$ cat src/rtl/debounce_pkg.sv
package debounce_pkg;

  // Strobes broadcast from the shared control to every pin datapath.
  typedef struct packed {
    logic msTick;   // one-cycle pulse once per millisecond
  } dbStrobes_t;

endpackage

$ cat src/rtl/debounce_ctrl.sv
module debounce_ctrl
  import debounce_pkg::*;
#(
  parameter int TICK_DIV = 1000
) (
  input  logic       clk,
  input  logic       rstN,
  output dbStrobes_t strobes
);

  localparam int PRE_W = (TICK_DIV > 1) ? $clog2(TICK_DIV) : 1;
  localparam logic [PRE_W-1:0] PRE_LAST = PRE_W'(TICK_DIV - 1);

  logic [PRE_W-1:0] preCount;
  logic             tickQ;

  always_ff @(posedge clk or negedge rstN) begin
    if (!rstN) begin
      preCount <= '0;
      tickQ    <= 1'b0;
    end else if (preCount == PRE_LAST) begin
      preCount <= '0;
      tickQ    <= 1'b1;
    end else begin
      preCount <= preCount + 1'b1;
      tickQ    <= 1'b0;
    end
  end

  assign strobes.msTick = tickQ;

  generate
    if (TICK_DIV > 1) begin : gTickCheck
      // the millisecond strobe is a single-cycle pulse
      a_r3_tick_single: assert property (@(posedge clk) disable iff (!rstN)
        strobes.msTick |=> !strobes.msTick);
    end
  endgenerate

endmodule

$ cat src/rtl/debounce_datapath.sv
module debounce_datapath
  import debounce_pkg::*;
#(
  parameter int SYNC_STAGES = 2,
  parameter int MAX_CODE    = 7,
  parameter int CODE_W      = 3,
  parameter int CNT_W       = 8
) (
  input  logic              clk,
  input  logic              rstN,
  input  dbStrobes_t        strobes,
  input  logic              rawIn,
  input  logic              enable,
  input  logic [CODE_W-1:0] rateCode,
  output logic              filtOut
);

  logic              syncIn;
  logic [CODE_W-1:0] codeEff;
  logic [CODE_W-1:0] codeSeen;
  logic              codeChanged;
  logic [CNT_W-1:0]  target;
  logic [CNT_W-1:0]  lastCount;
  logic [CNT_W-1:0]  stableCnt;
  logic              outQ;

  // Synchroniser chain; the variant depends on the stage count.
  generate
    if (SYNC_STAGES <= 1) begin : gSyncOne
      logic syncReg;
      always_ff @(posedge clk or negedge rstN) begin
        if (!rstN) syncReg <= 1'b0;
        else       syncReg <= rawIn;
      end
      assign syncIn = syncReg;
    end else begin : gSyncMany
      logic [SYNC_STAGES-1:0] syncChain;
      always_ff @(posedge clk or negedge rstN) begin
        if (!rstN) syncChain <= '0;
        else       syncChain <= {syncChain[SYNC_STAGES-2:0], rawIn};
      end
      assign syncIn = syncChain[SYNC_STAGES-1];
    end
  endgenerate

  // Codes above the supported range are clamped to the longest period.
  always_comb begin
    if (32'(rateCode) > MAX_CODE) codeEff = CODE_W'(MAX_CODE);
    else                          codeEff = rateCode;
  end

  assign codeChanged = (codeEff != codeSeen);
  assign target      = CNT_W'(1) << codeEff;
  assign lastCount   = target - 1'b1;

  always_ff @(posedge clk or negedge rstN) begin
    if (!rstN) begin
      codeSeen  <= '0;
      stableCnt <= '0;
      outQ      <= 1'b0;
    end else begin
      codeSeen <= codeEff;
      if (!enable) begin
        outQ      <= syncIn;
        stableCnt <= '0;
      end else if ((syncIn == outQ) || codeChanged) begin
        stableCnt <= '0;
      end else if (strobes.msTick) begin
        if (stableCnt >= lastCount) begin
          outQ      <= syncIn;
          stableCnt <= '0;
        end else begin
          stableCnt <= stableCnt + 1'b1;
        end
      end
    end
  end

  assign filtOut = outQ;

  // with the filter active, the output moves only on a millisecond strobe
  a_r3_change_on_tick: assert property (@(posedge clk) disable iff (!rstN)
    ($past(enable) && (filtOut != $past(filtOut))) |-> $past(strobes.msTick));

  // the settle count stays below the selected period
  a_r3_count_bound: assert property (@(posedge clk) disable iff (!rstN)
    (enable && !codeChanged) |-> (stableCnt < target));

  // a code change never lets the output flip on the same edge
  a_r5_restart_holds: assert property (@(posedge clk) disable iff (!rstN)
    (enable && codeChanged) |=> $stable(filtOut));

  // in bypass the output takes the synchronised level one edge later
  a_r2_bypass_follow: assert property (@(posedge clk) disable iff (!rstN)
    !enable |=> (filtOut == $past(syncIn)));

endmodule

$ cat src/rtl/pow2_debounce.sv
module pow2_debounce
  import debounce_pkg::*;
#(
  parameter int NUM_PINS    = 4,
  parameter int CLK_HZ      = 100000000,
  parameter int SYNC_STAGES = 2,
  parameter int MAX_CODE    = 7
) (
  input  logic                  clk,
  input  logic                  rstN,
  input  logic [NUM_PINS-1:0]   rawIn,
  input  logic [NUM_PINS-1:0]   dbEnable,
  input  logic [NUM_PINS*3-1:0] rateCode,
  output logic [NUM_PINS-1:0]   filtOut
);

  localparam int CODE_W   = 3;
  localparam int CNT_W    = MAX_CODE + 1;
  localparam int TICK_DIV = (CLK_HZ / 1000 > 0) ? CLK_HZ / 1000 : 1;

  dbStrobes_t strobes;

  debounce_ctrl #(
    .TICK_DIV (TICK_DIV)
  ) uCtrl (
    .clk     (clk),
    .rstN    (rstN),
    .strobes (strobes)
  );

  generate
    for (genvar p = 0; p < NUM_PINS; p++) begin : gPin
      debounce_datapath #(
        .SYNC_STAGES (SYNC_STAGES),
        .MAX_CODE    (MAX_CODE),
        .CODE_W      (CODE_W),
        .CNT_W       (CNT_W)
      ) uPath (
        .clk      (clk),
        .rstN     (rstN),
        .strobes  (strobes),
        .rawIn    (rawIn[p]),
        .enable   (dbEnable[p]),
        .rateCode (rateCode[p*CODE_W +: CODE_W]),
        .filtOut  (filtOut[p])
      );
    end
  endgenerate

endmodule

$ cat config.mk
export PLATFORM = sky130hd
export DESIGN_NAME = pow2_debounce
export DESIGN_NICKNAME = d
export VERILOG_FILES = /design/src/rtl/debounce_pkg.sv /design/src/rtl/debounce_ctrl.sv /design/src/rtl/debounce_datapath.sv /design/src/rtl/pow2_debounce.sv
export SDC_FILE = /design/constraint.sdc
export NUM_CORES = 1
export LEC_CHECK = 0
export ABC_AREA = 1
export CORE_MARGIN = 5
export CORE_UTILIZATION = 50
export CTS_BUF_LIST = sky130_fd_sc_hd__clkbuf_8
export DETAILED_ROUTE_END_ITERATION = 8
export DONT_BUFFER_PORTS = 1
export GPL_ROUTABILITY_DRIVEN = 0
export PLACE_DENSITY = 0.75
export SYNTH_ARGS = -nofsm -noshare
export SYNTH_HDL_FRONTEND = slang
export SYNTH_SLANG_ARGS = --single-unit
$ cat constraint.sdc
create_clock -name clk -period 3.3 [get_ports clk]
set_input_delay 0.66 -clock clk [delete_from_list [all_inputs] [get_ports clk]]
set_output_delay 0.66 -clock clk [all_outputs]
set_load 0.02 [all_outputs]
## Word-level counts from Yosys, hierarchy flattened

Cells that the tools add are included.

| storage, ports and cells | value |
|---|---|
| memories | 0 |
| output and inout port bits | 4 |
| memory bits (read-only) | 0 |
| RAM bits | 0 |
| bits in registers | 74 |
| bits in latches | 0 |

| operators by class | value |
|---|---|
| multiplexer cells | 34 |
| multiply operators | 0 |
| shifts and indexed selects | 4 |
| reduce and logical (&&, ||, !) cells | 8 |
| bitwise logic cells | 0 |
| eq/ne operators | 25 |
| div/mod/pow operators | 0 |
| order comparisons | 4 |
| $add $sub $neg | 9 |

Operators with widths:

| kind | count |
|---|---|
| $mux W8 | 16 |
| $add A8 B1 Y8 const B | 4 |
| $ge A8 B8 Y1 | 4 |
| $shl A1 B3 Y8 const A | 4 |
| $sub A8 B1 Y8 const B | 4 |
| $add A17 B1 Y17 const B | 1 |
| $eq A17 B17 Y1 const B | 1 |
| $mux W1 | 17 |
| $mux W17 | 1 |
| $ne A2 B1 Y1 const B | 8 |
| $ne A3 B1 Y1 const B | 4 |
| $ne A3 B3 Y1 | 4 |
| $reduce_and A3 Y1 | 4 |
| $ne A2 B2 Y1 const B | 4 |
| $eq A1 B1 Y1 | 4 |
| $logic_or A1 B1 Y1 | 4 |

## Longest topological paths before layout

| logic depth | value |
|---|---|
| depth in word-level cells | 7 |
| gate-level depth with buffers | 17 |

## By module

A second synthesis with hierarchy kept.

| second synthesis, totals | value |
|---|---|
| cells, all modules | 768 |
| area total of the unflattened synthesis | 5360.1 sq um |

By module, submodules not included:

| module | seq. area each (sq um) | cells an instance | instances | area each (sq um) |
|---|---|---|---|---|
| debounce_datapath (gPin[0].uPath ...) | 350.3 | 156 | 3 | 1068.5 |
| debounce_datapath (gPin[1].uPath) | 350.3 | 161 | 1 | 1151.1 |
| debounce_ctrl | 450.4 | 139 | 1 | 1003.5 |

## Worst setup path before layout

Ideal clock, no wire load.

| path | value |
|---|---|
| kind | input to register |
| start | input rateCode[6] |
| end | register gPin[2].uPath.stableCnt[7] |
| data arrival time | 2459 ps |
| setup slack | 712 ps |
| stages on the path | 17 |
| path buffers | 1 |
| data required time | 3171 ps |
| setup time | 129 ps |
| path through | buf_2 > nor2_1 > nand2_1 > ha_1 > inv_1 > xor2_1 > inv_1 > ha_1 > nand2_1 > nor2_1 > nor2_1 > nand2_1 > nand2_1 > nand2_1 > nor2_1 > nor2_1 > nor2_1 |

| between the ends | value |
|---|---|
| word-level cells in the longest chain between the ends | 7 |

Ends and longest elaborated chain:

| what | RTL line | RTL |
|---|---|---|
| from (decl) | pow2_debounce.sv:13 | `input logic [NUM_PINS*3-1:0] rateCode,` |
| $shl A1 B3 Y8 | debounce_datapath.sv:53 | `assign target = CNT_W'(1) << codeEff;` |
| $sub A8 B1 Y8 | debounce_datapath.sv:54 | `assign lastCount = target - 1'b1;` |
| $ge A8 B8 Y1 | debounce_datapath.sv:69 | `if (stableCnt >= lastCount) begin` |
| $mux W8 | debounce_datapath.sv:69 |  |
| $mux W8 | debounce_datapath.sv:68 | `end else if (strobes.msTick) begin` |
| $mux W8 | debounce_datapath.sv:66 | `end else if ((syncIn == outQ) \|\| codeChanged) begin` |
| $mux W8 | debounce_datapath.sv:63 | `if (!enable) begin` |
| to (signal assigned) | debounce_datapath.sv:73 | `stableCnt <= stableCnt + 1'b1;` |
| to (decl) | debounce_datapath.sv:24 | `logic [CNT_W-1:0] stableCnt;` |

Several ways; a longest one is shown, not always the timed one. The select of a mux whose other input is x is not followed.
A chain may end at the register's enable or synchronous reset.

## Worst setup path after layout

Same ends and word-level chain as after synthesis.

==> metrics.md <==
| Metric | Value |
|---|---|
| Outcome | `completed` |
| Die H | `111.4 um` |
| CP Class | `in -> reg` |
| H-tree Lvls | `3` |
| DP Worst Slack | `607.6 ps` |
| Peak VDD IR | `0.2426 mV` |
| Die width | `111.4 um` |
| Core ar. | `0.01018 sq mm` |
| R2R setup slack | `1540 ps` |
| # rows | `37` |
| Total number of yosys warnings | `0` |
| Antenna violations before repair | `0` |
| Overflow after GRT | `0` |
| Clock sink count | `74` |
| Area grow syn2layout | `7.906%` |
| RSZ-0062 raised after global routing | `no` |
| Clock tree buffer depth | `2` |
| N_diodes | `0` |
| Nets | `806` |
| Pins Over Slew Limit | `0` |
| Cells on worst reg2reg path | `8` |
| # DRC | `0` |
| Clock root buffer | `clkbuf_8` |
| Cell family with most CP delay | `simple AND/OR/NAND/NOR gates` |
| Seq/Total Area, Yosys | `36.00%` |
| GRT Overall Usage | `16.98%` |
| Critical path's slowest cell | `ha_1` |
| Vias per cell | `4.988` |
| Critical Path End Type | `flip-flop` |
| Synthesized area | `0.005144 sq mm` |
| Drt first pass iters | `4` |
| Critical Path Fanout Max | `8` |
| Start of the worst register-to-register path | `gPin[2].uPath.filtOut` |
| Crit share post-route | `70.64%` |
| Worst hold path class | `in -> async` |
| CP Launch Type | `primary input` |
| Die area | `0.01242 sq mm` |
| Finished Layout Cells | `884` |
| Initial DRC count | `266` |
| Reg2reg end | `gPin[2].uPath.stableCnt[7]` |
| Crit-path cells | `nor2_1, nand2_1, ha_1, inv_1, xor2_1, inv_1, ha_1, nand2_1, nor2_1, nor2_1, nand2_1, nand2_1, nand2_1, nor2_1, nor2_1, nor2_1` |
| Bufs and invs on worst path | `2` |
| Commonest non-fill, non-tap cell in the layout | `nand2_1` |
| Max_cap viols | `0` |
| Wire per inst | `11.44 um` |
| Setup TNS | `0 ps` |
| Final Hold Vio Count | `0` |
| Antenna Violating Nets Remaining | `0` |
| Commonest cells after routing, fill and taps aside | `236 x nand2_1, 108 x inv_1, 87 x nor2_1` |
| Critical Path AT | `2560 ps` |
| Peak Freq | `0.4290 GHz` |
| Pwr dens | `381.1 mW/mm^2` |
| Initial Utilization | `50.50%` |
| Fin Clk Skew | `12.89 ps` |
| CTS buffer count | `9` |
| Syn Area/Cell | `6.979 sq um` |
| Fillers | `942` |
| Number of global-route vias before repair | `4159` |
| Post-Syn Instances | `737` |
| Tmin final | `2331 ps` |
| Inst Count DP | `867` |
| Cell mode on critical path | `nor2_1` |
| Clock Latency Late Sink | `350 ps` |
| CTS tree | `built` |
| First-pass GRT wire length | `17.85 mm` |
| Clock Pin Slew Worst Setup and Hold Paths | `80 ps` |
| Final WS setup | `969.0 ps` |
| Leakage | `0.002942 uW` |
| Final setup viols | `0` |
| # port buffers | `0` |
| #FFs+latches synth | `74` |
| Largest stage delay, worst path | `270 ps` |
| Largest net degree at the start of global routing | `75` |
| WL final | `10.12 mm` |
| Layout cell share with drive strength beyond 1 | `6.150%` |
| PostCTS Resize Cnt | `0` |
| Post-detail-place hpwl | `7.912 mm` |
| # IOs | `26` |
| Via count | `4409` |
| Crit path required time | `3530 ps` |
| Netlist cell types | `31` |
==> synthesized netlist by cell type, drive strengths merged <==
library cell	n	area, sq um
nand2	240	915.9
inv	122	457.9
nor2	95	386.6
dfrtp	74	1852
nand3	52	265.3
ha	41	513.0
nand4	20	125.1
xor2	19	166.4
a21oi	18	90.09
o21ai	13	65.06
buf	9	67.56
nor3	9	45.04
xnor2	6	52.55
nand3b	5	41.29
o21bai	5	37.54
nor4	4	31.28
o22ai	2	12.51
a31oi	1	6.260
conb	1	3.750
o221ai	1	8.760
==> routing by layer <==
metal  vias up  GRT usage [%]  wire (um)
li1       2308              -          -
met1      2012          21.36       4661
met2        81          28.59       4876
met3         8          5.054        509
met4         0          4.542         70
met5         -              0          0
==> what timing repair did <==
item	4_1_cts	5_1_grt
hold buffers	1	0
setup buffers	0	0
endpoints found under the hold margin	74	0
==> registers in the layout, indices dropped and copies added, names as in the netlist <==
name / flops
uCtrl.strobes: 1
gPin.uPath.codeSeen: 12
uCtrl.preCount: 17
gPin.uPath.gSyncMany.syncChain: 8
gPin.uPath.filtOut: 4
gPin.uPath.stableCnt: 32
==> power breakdown <==
part	leakage, uW	switching [uW]	internal, uW
sequential	0.000967	37.8	929
clock	0.000129	341	578
combinational	0.00185	149	81.1
==> kinds of logic (layout without fill, tap and decap cells) <==
family	after synthesis	count (layout)	share of synthesized area (%)
other	1	4	0.07290
flip-flops	74	74	36.00
adder cells (fa/ha/maj)	41	41	9.973
XOR/XNOR	25	25	4.257
AND/OR/NAND/NOR	425	425	35.20
AO/OA/AOI/OAI	40	40	4.281
buffers and inverters	131	139	10.22
==> per-stage QoR <==
step                      util (%)  hold slack [ps]  instance area (sq um)  power [uW]
final                        54.50            180.0                   5550        2115
after global routing         54.50            203.4                   5550        2226
after CTS                    54.50            198.0                   5550        2141
after detailed placement     51.62            338.6                   5258        1195
after global placement       51.62            331.6                   5258        1185
after floorplan                  -            331.2                   5155        1165
==> area by class of cell <==
class / count / area, sq um / share of cell area [%]
inverter: 122 / 457.9 / 8.251
sequential: 74 / 1852 / 33.36
clock buffer: 9 / 123.9 / 2.232
timing repair buffer: 1 / 27.53 / 0.4959
multi-input combinational: 535 / 2778 / 50.05
tap: 136 / 170.2 / 3.066
clock inverter: 7 / 141.4 / 2.547
==> worst max path at each step <==
| stage | from | endpoint | slack (ps) | cells past startpoint |
|---|---|---|---|---|
| 2_1_floorplan | rateCode[6] | gPin[2].uPath.stableCnt[7] | 710 | 17 |
| 5_1_grt | rateCode[6] | gPin[2].uPath.stableCnt[7] | 670 | 16 |
| 3_3_place_gp | rateCode[6] | gPin[2].uPath.stableCnt[7] | 700 | 16 |
| 6_report | rateCode[6] | gPin[2].uPath.stableCnt[7] | 970 | 16 |
| 3_5_place_dp | rateCode[6] | gPin[2].uPath.stableCnt[7] | 610 | 16 |
| 4_1_cts | rateCode[6] | gPin[2].uPath.stableCnt[7] | 980 | 16 |
Power figures use the tool's default switching activity.
